--- src/rtl/cmp42_pkg.sv ---
// Package cmp42_pkg
// Purpose: shared constants and full-adder helper functions for the
//          compressor-tree multiplier.
// Assumes: functions are used on single-bit operands only.
package cmp42_pkg;

    // Default operand width of the multiplier.
    localparam int unsigned CMP42_DEF_N = 8;

    // Sum output of a (3,2) counter.
    function automatic logic fa_sum(input logic a, input logic b, input logic c);
        return a ^ b ^ c;
    endfunction

    // Carry output of a (3,2) counter (majority of the inputs).
    function automatic logic fa_carry(input logic a, input logic b, input logic c);
        return (a & b) | (a & c) | (b & c);
    endfunction

endpackage

--- src/rtl/cmp42_fa.sv ---
// Module cmp42_fa
// Purpose: a (3,2) counter (full adder). It turns three equal-weight bits
//          into a sum bit and a carry bit of double weight.
// Assumes: nothing beyond single-bit inputs.
module cmp42_fa
    import cmp42_pkg::*;
(
    input  logic in_a,
    input  logic in_b,
    input  logic in_c,
    output logic sum_o,
    output logic carry_o
);

    // Count the three input bits.
    always_comb begin
        sum_o   = fa_sum(in_a, in_b, in_c);
        carry_o = fa_carry(in_a, in_b, in_c);
    end

endmodule

--- src/rtl/cmp42_cell.sv ---
// Module cmp42_cell
// Purpose: one (4,2) compressor cell made of two (3,2) counters in series.
//          The first counter adds x1..x3 and gives the lateral carry-out.
//          The second adds the partial sum, x4 and the lateral carry-in.
// Assumes: all five inputs carry the same weight. lat_cout and carry_o
//          carry twice that weight.
module cmp42_cell (
    input  logic x1,
    input  logic x2,
    input  logic x3,
    input  logic x4,
    input  logic lat_cin,
    output logic sum_o,
    output logic carry_o,
    output logic lat_cout
);

    logic part_sum;

    // First counter: external bits x1..x3.
    cmp42_fa u_fa_first (
        .in_a    (x1),
        .in_b    (x2),
        .in_c    (x3),
        .sum_o   (part_sum),
        .carry_o (lat_cout)
    );

    // Second counter: partial sum, x4 and the neighbour's lateral carry.
    cmp42_fa u_fa_second (
        .in_a    (part_sum),
        .in_b    (x4),
        .in_c    (lat_cin),
        .sum_o   (sum_o),
        .carry_o (carry_o)
    );

    // Check that the cell keeps the weighted count of its five inputs.
    always_comb begin
        AST_CELL_COUNT: assert (3'(x1) + 3'(x2) + 3'(x3) + 3'(x4) + 3'(lat_cin)
                                == 3'(sum_o) + 3'({carry_o, 1'b0}) + 3'({lat_cout, 1'b0}))
            else $error("cell count mismatch");
    end

endmodule

--- src/rtl/cmp42_row.sv ---
// Module cmp42_row
// Purpose: compresses four W-bit vectors into a sum vector and a carry
//          vector with a row of (4,2) cells. Each cell's lateral carry
//          feeds the cell one bit higher.
// Assumes: the caller knows the true total fits in W bits, so the carries
//          leaving bit W-1 are zero and are dropped.
module cmp42_row #(
    parameter int unsigned W = 16
) (
    input  logic [W-1:0] row_a,
    input  logic [W-1:0] row_b,
    input  logic [W-1:0] row_c,
    input  logic [W-1:0] row_d,
    output logic [W-1:0] row_sum,
    output logic [W-1:0] row_carry
);

    logic [W:0]   lat_chain;
    logic [W-1:0] cell_carry;

    // Bit 0 has no lower neighbour, so its lateral carry-in is zero.
    assign lat_chain[0] = 1'b0;

    generate
        for (genvar i = 0; i < W; i++) begin : g_cell
            cmp42_cell u_cell (
                .x1       (row_a[i]),
                .x2       (row_b[i]),
                .x3       (row_c[i]),
                .x4       (row_d[i]),
                .lat_cin  (lat_chain[i]),
                .sum_o    (row_sum[i]),
                .carry_o  (cell_carry[i]),
                .lat_cout (lat_chain[i+1])
            );
        end
    endgenerate

    // Move the cell carries up one place to give the carry vector.
    always_comb begin
        row_carry = {cell_carry[W-2:0], 1'b0};
    end

    // Check that the row keeps the exact total, counting the bits that leave the top.
    always_comb begin
        AST_ROW_EXACT: assert ((W+2)'(row_a) + (W+2)'(row_b) + (W+2)'(row_c) + (W+2)'(row_d)
                               == (W+2)'(row_sum) + (W+2)'(row_carry)
                                  + (W+2)'({cell_carry[W-1], {W{1'b0}}})
                                  + (W+2)'({lat_chain[W], {W{1'b0}}}))
            else $error("row total mismatch");
    end

endmodule

--- src/rtl/cmp42_tree.sv ---
// Module cmp42_tree
// Purpose: reduces ROWS W-bit rows to two rows. Each level groups the rows
//          in fours and halves the count, and the module recurses until
//          two rows are left.
// Assumes: ROWS is a power of two of at least 2. Row r sits at
//          rows_in[r*W +: W].
module cmp42_tree #(
    parameter int unsigned W    = 16,
    parameter int unsigned ROWS = 8
) (
    input  logic [ROWS*W-1:0] rows_in,
    output logic [W-1:0]      out_sum,
    output logic [W-1:0]      out_carry
);

    localparam int unsigned NEXT_ROWS = ROWS / 2;
    localparam int unsigned GROUPS    = ROWS / 4;

    generate
        if (ROWS == 2) begin : g_leaf
            // Two rows left: hand them straight to the adder.
            always_comb begin
                out_sum   = rows_in[W-1:0];
                out_carry = rows_in[2*W-1:W];
            end
        end else begin : g_level
            logic [NEXT_ROWS*W-1:0] next_rows;

            for (genvar g = 0; g < GROUPS; g++) begin : g_group
                cmp42_row #(.W(W)) u_row (
                    .row_a     (rows_in[(4*g+0)*W +: W]),
                    .row_b     (rows_in[(4*g+1)*W +: W]),
                    .row_c     (rows_in[(4*g+2)*W +: W]),
                    .row_d     (rows_in[(4*g+3)*W +: W]),
                    .row_sum   (next_rows[(2*g+0)*W +: W]),
                    .row_carry (next_rows[(2*g+1)*W +: W])
                );
            end

            cmp42_tree #(.W(W), .ROWS(NEXT_ROWS)) u_sub (
                .rows_in   (next_rows),
                .out_sum   (out_sum),
                .out_carry (out_carry)
            );
        end
    endgenerate

endmodule

--- src/rtl/cmp42_prefix_add.sv ---
// Module cmp42_prefix_add
// Purpose: W-bit Kogge-Stone parallel-prefix adder. It works out all the
//          carries in log2(W) combine stages.
// Assumes: W is a power of two. There is no carry-in. The carry-out is
//          given so that the caller can check it.
module cmp42_prefix_add #(
    parameter int unsigned W = 16
) (
    input  logic [W-1:0] add_x,
    input  logic [W-1:0] add_y,
    output logic [W-1:0] add_sum,
    output logic         add_cout
);

    localparam int unsigned STAGES = $clog2(W);

    logic [W-1:0] gen_q  [0:STAGES];
    logic [W-1:0] prop_q [0:STAGES-1];
    logic [W-1:0] half_sum;

    // Generate and propagate terms for each bit.
    always_comb begin
        gen_q[0]  = add_x & add_y;
        prop_q[0] = add_x ^ add_y;
        half_sum  = add_x ^ add_y;
    end

    generate
        for (genvar k = 0; k < STAGES; k++) begin : g_stage
            localparam int unsigned DIST = 1 << k;
            for (genvar i = 0; i < W; i++) begin : g_bit
                if (i >= DIST) begin : g_comb
                    // Merge with the group DIST places lower.
                    assign gen_q[k+1][i] = gen_q[k][i] | (prop_q[k][i] & gen_q[k][i-DIST]);
                    if (k < STAGES - 1) begin : g_prop
                        assign prop_q[k+1][i] = prop_q[k][i] & prop_q[k][i-DIST];
                    end
                end else begin : g_pass
                    // No lower group at this distance: keep the term.
                    assign gen_q[k+1][i] = gen_q[k][i];
                    if (k < STAGES - 1) begin : g_prop
                        assign prop_q[k+1][i] = prop_q[k][i];
                    end
                end
            end
        end
    endgenerate

    // Sum bits from the carries into each position.
    always_comb begin
        add_sum  = half_sum ^ {gen_q[STAGES][W-2:0], 1'b0};
        add_cout = gen_q[STAGES][W-1];
    end

    // Check the prefix result against a plain addition.
    always_comb begin
        AST_PREFIX_SUM: assert ({add_cout, add_sum} == (W+1)'(add_x) + (W+1)'(add_y))
            else $error("prefix adder mismatch");
    end

endmodule

--- src/rtl/cmp42_pp_array.sv ---
// Module cmp42_pp_array
// Purpose: forms the partial products. Row r is the multiplicand shifted
//          left by r places, gated by multiplier bit r.
// Assumes: unsigned operands. Rows are padded with zeros to W = 2N bits.
module cmp42_pp_array #(
    parameter int unsigned N = 8,
    parameter int unsigned W = 2 * N
) (
    input  logic [N-1:0]   pp_mcand,
    input  logic [N-1:0]   pp_mplier,
    output logic [N*W-1:0] pp_rows
);

    generate
        for (genvar r = 0; r < N; r++) begin : g_row
            // AND gate row r, then align it to weight 2^r.
            assign pp_rows[r*W +: W] = (W'(pp_mcand) & {W{pp_mplier[r]}}) << r;
        end
    endgenerate

endmodule

--- src/rtl/cmp42_mult.sv ---
// Module cmp42_mult
// Purpose: top of the unsigned multiplier. It links the AND array, the
//          (4,2) compressor tree and the prefix adder.
// Assumes: N is a power of two of at least 4. The block is combinational,
//          so the product follows the operands with no clock.
module cmp42_mult
    import cmp42_pkg::*;
#(
    parameter int unsigned N = CMP42_DEF_N
) (
    input  logic [N-1:0]   mcand,
    input  logic [N-1:0]   mplier,
    output logic [2*N-1:0] product
);

    localparam int unsigned W = 2 * N;

    logic [N*W-1:0] pp_rows;
    logic [W-1:0]   red_sum;
    logic [W-1:0]   red_carry;
    logic           final_cout;

    cmp42_pp_array #(.N(N), .W(W)) u_pp (
        .pp_mcand  (mcand),
        .pp_mplier (mplier),
        .pp_rows   (pp_rows)
    );

    cmp42_tree #(.W(W), .ROWS(N)) u_tree (
        .rows_in   (pp_rows),
        .out_sum   (red_sum),
        .out_carry (red_carry)
    );

    cmp42_prefix_add #(.W(W)) u_cpa (
        .add_x    (red_sum),
        .add_y    (red_carry),
        .add_sum  (product),
        .add_cout (final_cout)
    );

    // Check the whole datapath and confirm the result fits in 2N bits.
    always_comb begin
        AST_PRODUCT_EXACT: assert (product == W'(mcand) * W'(mplier))
            else $error("product mismatch");
        AST_NO_OVERFLOW: assert (!final_cout)
            else $error("carry out of top product bit");
    end

endmodule

--- config.mk ---
export PLATFORM = sky130hd
export DESIGN_NAME = cmp42_mult
export DESIGN_NICKNAME = d
export VERILOG_FILES = /design/src/rtl/cmp42_pkg.sv /design/src/rtl/cmp42_fa.sv /design/src/rtl/cmp42_cell.sv /design/src/rtl/cmp42_row.sv /design/src/rtl/cmp42_tree.sv /design/src/rtl/cmp42_prefix_add.sv /design/src/rtl/cmp42_pp_array.sv /design/src/rtl/cmp42_mult.sv
export SDC_FILE = /design/constraint.sdc
export NUM_CORES = 1
export LEC_CHECK = 0
export ABC_AREA = 1
export BUFFER_PORTS_ARGS = -buffer_cell sky130_fd_sc_hd__buf_2
export CAP_MARGIN = 20
export CORE_ASPECT_RATIO = 1.1
export CORE_MARGIN = 10
export CORE_UTILIZATION = 40
export DETAILED_ROUTE_END_ITERATION = 8
export PLACE_DENSITY = 0.57
export SYNTH_ARGS = -nofsm -noshare
export SYNTH_HDL_FRONTEND = slang
export SYNTH_SLANG_ARGS = --single-unit
--- constraint.sdc ---
create_clock -name vclk -period 4.5
set_input_delay 0.225 -clock vclk [all_inputs]
set_output_delay 0.225 -clock vclk [all_outputs]
set_load 0.05 [all_outputs]
==> results.md <==
- Share of final-layout standard cells stronger than drive strength 1: ~10%
- Die area: 8550 µm²
- Post-CTS setup buffer count: 0
- Drt via density: around 4.6
- Worst-case vdd ir drop: about 530 µV
- Hold-fix buffers, CTS: 0
- Final net count: around 400
- Top Ports: 32
- Number of DRC violations after detailed-routing iteration 0: roughly 70
- Overall overflow remaining after global route: 0
- Share of the synthesized area in the top cell type: a little under two fifths
- Switching power summed over all nets: about 0.00085 W
- Switch share: ~72%
- CP Launch Type: input port
- Number of buffers inserted by port buffering: 32
- Net count after synthesis: ~400
- Critical Path Start: mplier[0]
- Time the worst path needs with I/O delays and setup: a little over 4000 ps
- Portion of the clock cycle consumed by the worst path in the final layout: around nine tenths
- Number of setup violations in the final report: 0
- Synthesis-to-finish area growth: 6.43%
- Portion of netlist area occupied by mux cells: 0%
- Most frequent cell on the critical path: nand2_1
- Chain of cells forming the critical path: buf_2, nand2_1, fa_1, inv_1, fa_1, fa_1, inv_1, fa_1, inv_1, ha_1, nand2_1, nand2_1, nand2_1, nand2_1, nand2_1, nand3_1, nand2_1, nand2_1, buf_2
- Total of max-cap violations: 0
- Accumulated negative setup slack: 0 ps
- Class of the tightest hold or removal check: in -> out
- Crit path largest cell delay: approximately 540 ps
- Hold worst-path end: product[0]
- Count of synthesis-stage warnings from yosys: 0
- Clock power share: 0%
- Slowest cell on the critical path: fa_1
- Unrepaired setup endpoints after global routing: no
- Post-synth top area cell: fa_1
- Register area: 0 µm²
- Number of global-route vias before repair: around 1800
- Antenna viol nets, final: 0
- Sequential element share of the synthesized area: 0%
- Total number of placement rows: 27
- Complex-gate fraction of the synthesized area: less than 1%
- Slew Limit Headroom: between 80 and 90%
- Cell-internal power: 0.000327 W
- Wire length of the first global-routing pass: between 7 and 8 mm
- Arithmetic-cell share of the synthesized area counting full adders, half adders and majority gates: roughly half
- Gate power share: 100.0%
- Leading post-synthesis cells by cell area: fa_1 (37%), nand2_1 (19%), inv_1 (17%), ha_1 (14%), clkbuf_1 (2.9%)
- Initial Util: a little over two fifths
- Overall die height: ~96 µm
- Part of the power in registers: 0%
- Horizontal extent of the die: a little under 90 µm
- Wire length per cell: 10.9 µm
- Commonest cells after routing, fill and taps aside: nand2_1 (108), inv_1 (97), fa_1 (39), buf_2 (32), ha_1 (23)
- Antenna Cells: 0
- Final instance count without filler cells: between 300 and 400
- Share of synthesized cell area in and, or, nand and nor gates: approximately a quarter
- Critical hold path startpoint: mplier[0]
- Mapped Cells: 319
- Maximum number of pins on one net before global-route repair: 9
- Largest fanout on the critical path: 8
- Placeable core area: about 5000 µm²
- Count of flip-flops and latches: 0
- Number of antenna violations at the first check in global routing: 0
- Detailed-routing iteration count for the pre-antenna-repair pass: 5
- Endpoint type of the worst setup path: primary output
- Weighted congestion at the end of routability-driven global placement: between 0.8 and 0.9
- WL final: approximately 4.2 mm
- Setup CP Type: in -> out
- XOR/XNOR Fraction of Synth Area: 1.67%
- Final hold viol count: 0
- Final count of pins violating max slew: 0
- Leakage component of the power: 1.56 nW
- Data arrival time of the worst path: 3890 ps
- Most frequent standard cell in the layout excluding fill and tap cells: nand2_1
- Post-synthesis area per instance: ~6.6 µm²
- Cells resized by post-CTS repair: 0
- Count of vias placed by the detailed router: 1768
- Post-route core utilization: about 44%
- Worst path required time: approximately 4300 ps
- Pwr per Cell Area: between 500 and 600 nW/µm²
- Residual DRC count: 0
- Number of different library cells in the post-synthesis netlist: 13
- Status: completed
- Netlist area before placement: between 2000 and 2500 µm²
- Total routing usage reported by global routing: a little over a tenth
- Number of placed instances, taps included: ~390
- Transition at the pin with the smallest max-transition slack: 297 ps
- Peak clock frequency supported by timing: roughly 240 MHz
- Clock buf count: 0
- Total half-perimeter wirelength after legalization and detailed placement: slightly below 4 mm
- Cell count of the worst hold path: 4
- Main combinational cell family by area after synthesis: adder cells
kinds of logic (layout without fill, tap and decap cells):
logic type / Yosys count / in the layout
compound gates: 4 / 4
simple gates: 131 / 131
xor+xnor: 4 / 4
fa+ha+maj: 62 / 62
buf+inv: 118 / 129
area by class of cell:
class | count | area (µm²)
multi-input combinational | 201 | 1640
inverter | 97 | 364
tap | 58 | 72.6
timing repair buffer | 32 | 160
fill | 543 | 2800
per-stage QoR:
| stage | instance area (µm²) | total power [W] | setup WS, ps | hold slack (ps) |
|---|---|---|---|---|
| 2_1_floorplan | 2100 | 0.000981 | 84.2 | 869 |
| 3_3_place_gp | 2240 | 0.00120 | 357 | 885 |
| 3_5_place_dp | 2240 | 0.00120 | 337 | 890 |
| 4_1_cts | 2240 | 0.00121 | 340 | 892 |
| 5_1_grt | 2240 | 0.00132 | 74.8 | 919 |
| 6_report | 2240 | 0.00118 | 381 | 889 |
power groups by stage:
stage	Combinational, W	Clock [W]	Sequential (W)
finish	0.00118	0	0
global route	0.00132	0	0
CTS	0.00121	0	0
detailed placement	0.00120	0	0
global placement	0.00120	0	0
floorplan	0.000981	0	0
layer usage:
metal | routed length, µm | global-route usage (%) | vias to the layer above
met5 | 0 | 0 | -
met2 | 2270 | 19.4 | 27
met1 | 1800 | 13.7 | 835
met4 | 0 | 0 | 0
met3 | 135 | 0.507 | 0
li1 | - | - | 906
how the worst max path moves through the flow:
stage | to | slack, ps
finish | product[14] | 380
global route | product[14] | 70
CTS | product[14] | 340
detailed placement | product[14] | 340
global placement | product[14] | 360
floorplan | product[10] | 80
synth_stat cells (all sizes together):
master / instances
nor2: 10
fa: 39
buf: 5
clkbuf: 16
nand2: 108
nand3: 11
nand4: 2
xnor2: 1
ha: 23
inv: 97
xor2: 3
a21oi: 4
critical path, delay by kind of cell:
kind | cells | cell delay [ps]
simple gates | 9 | 640
buf+inv | 5 | 560
fa+ha+maj | 5 | 2470
(Power assumes the default switching activity.)
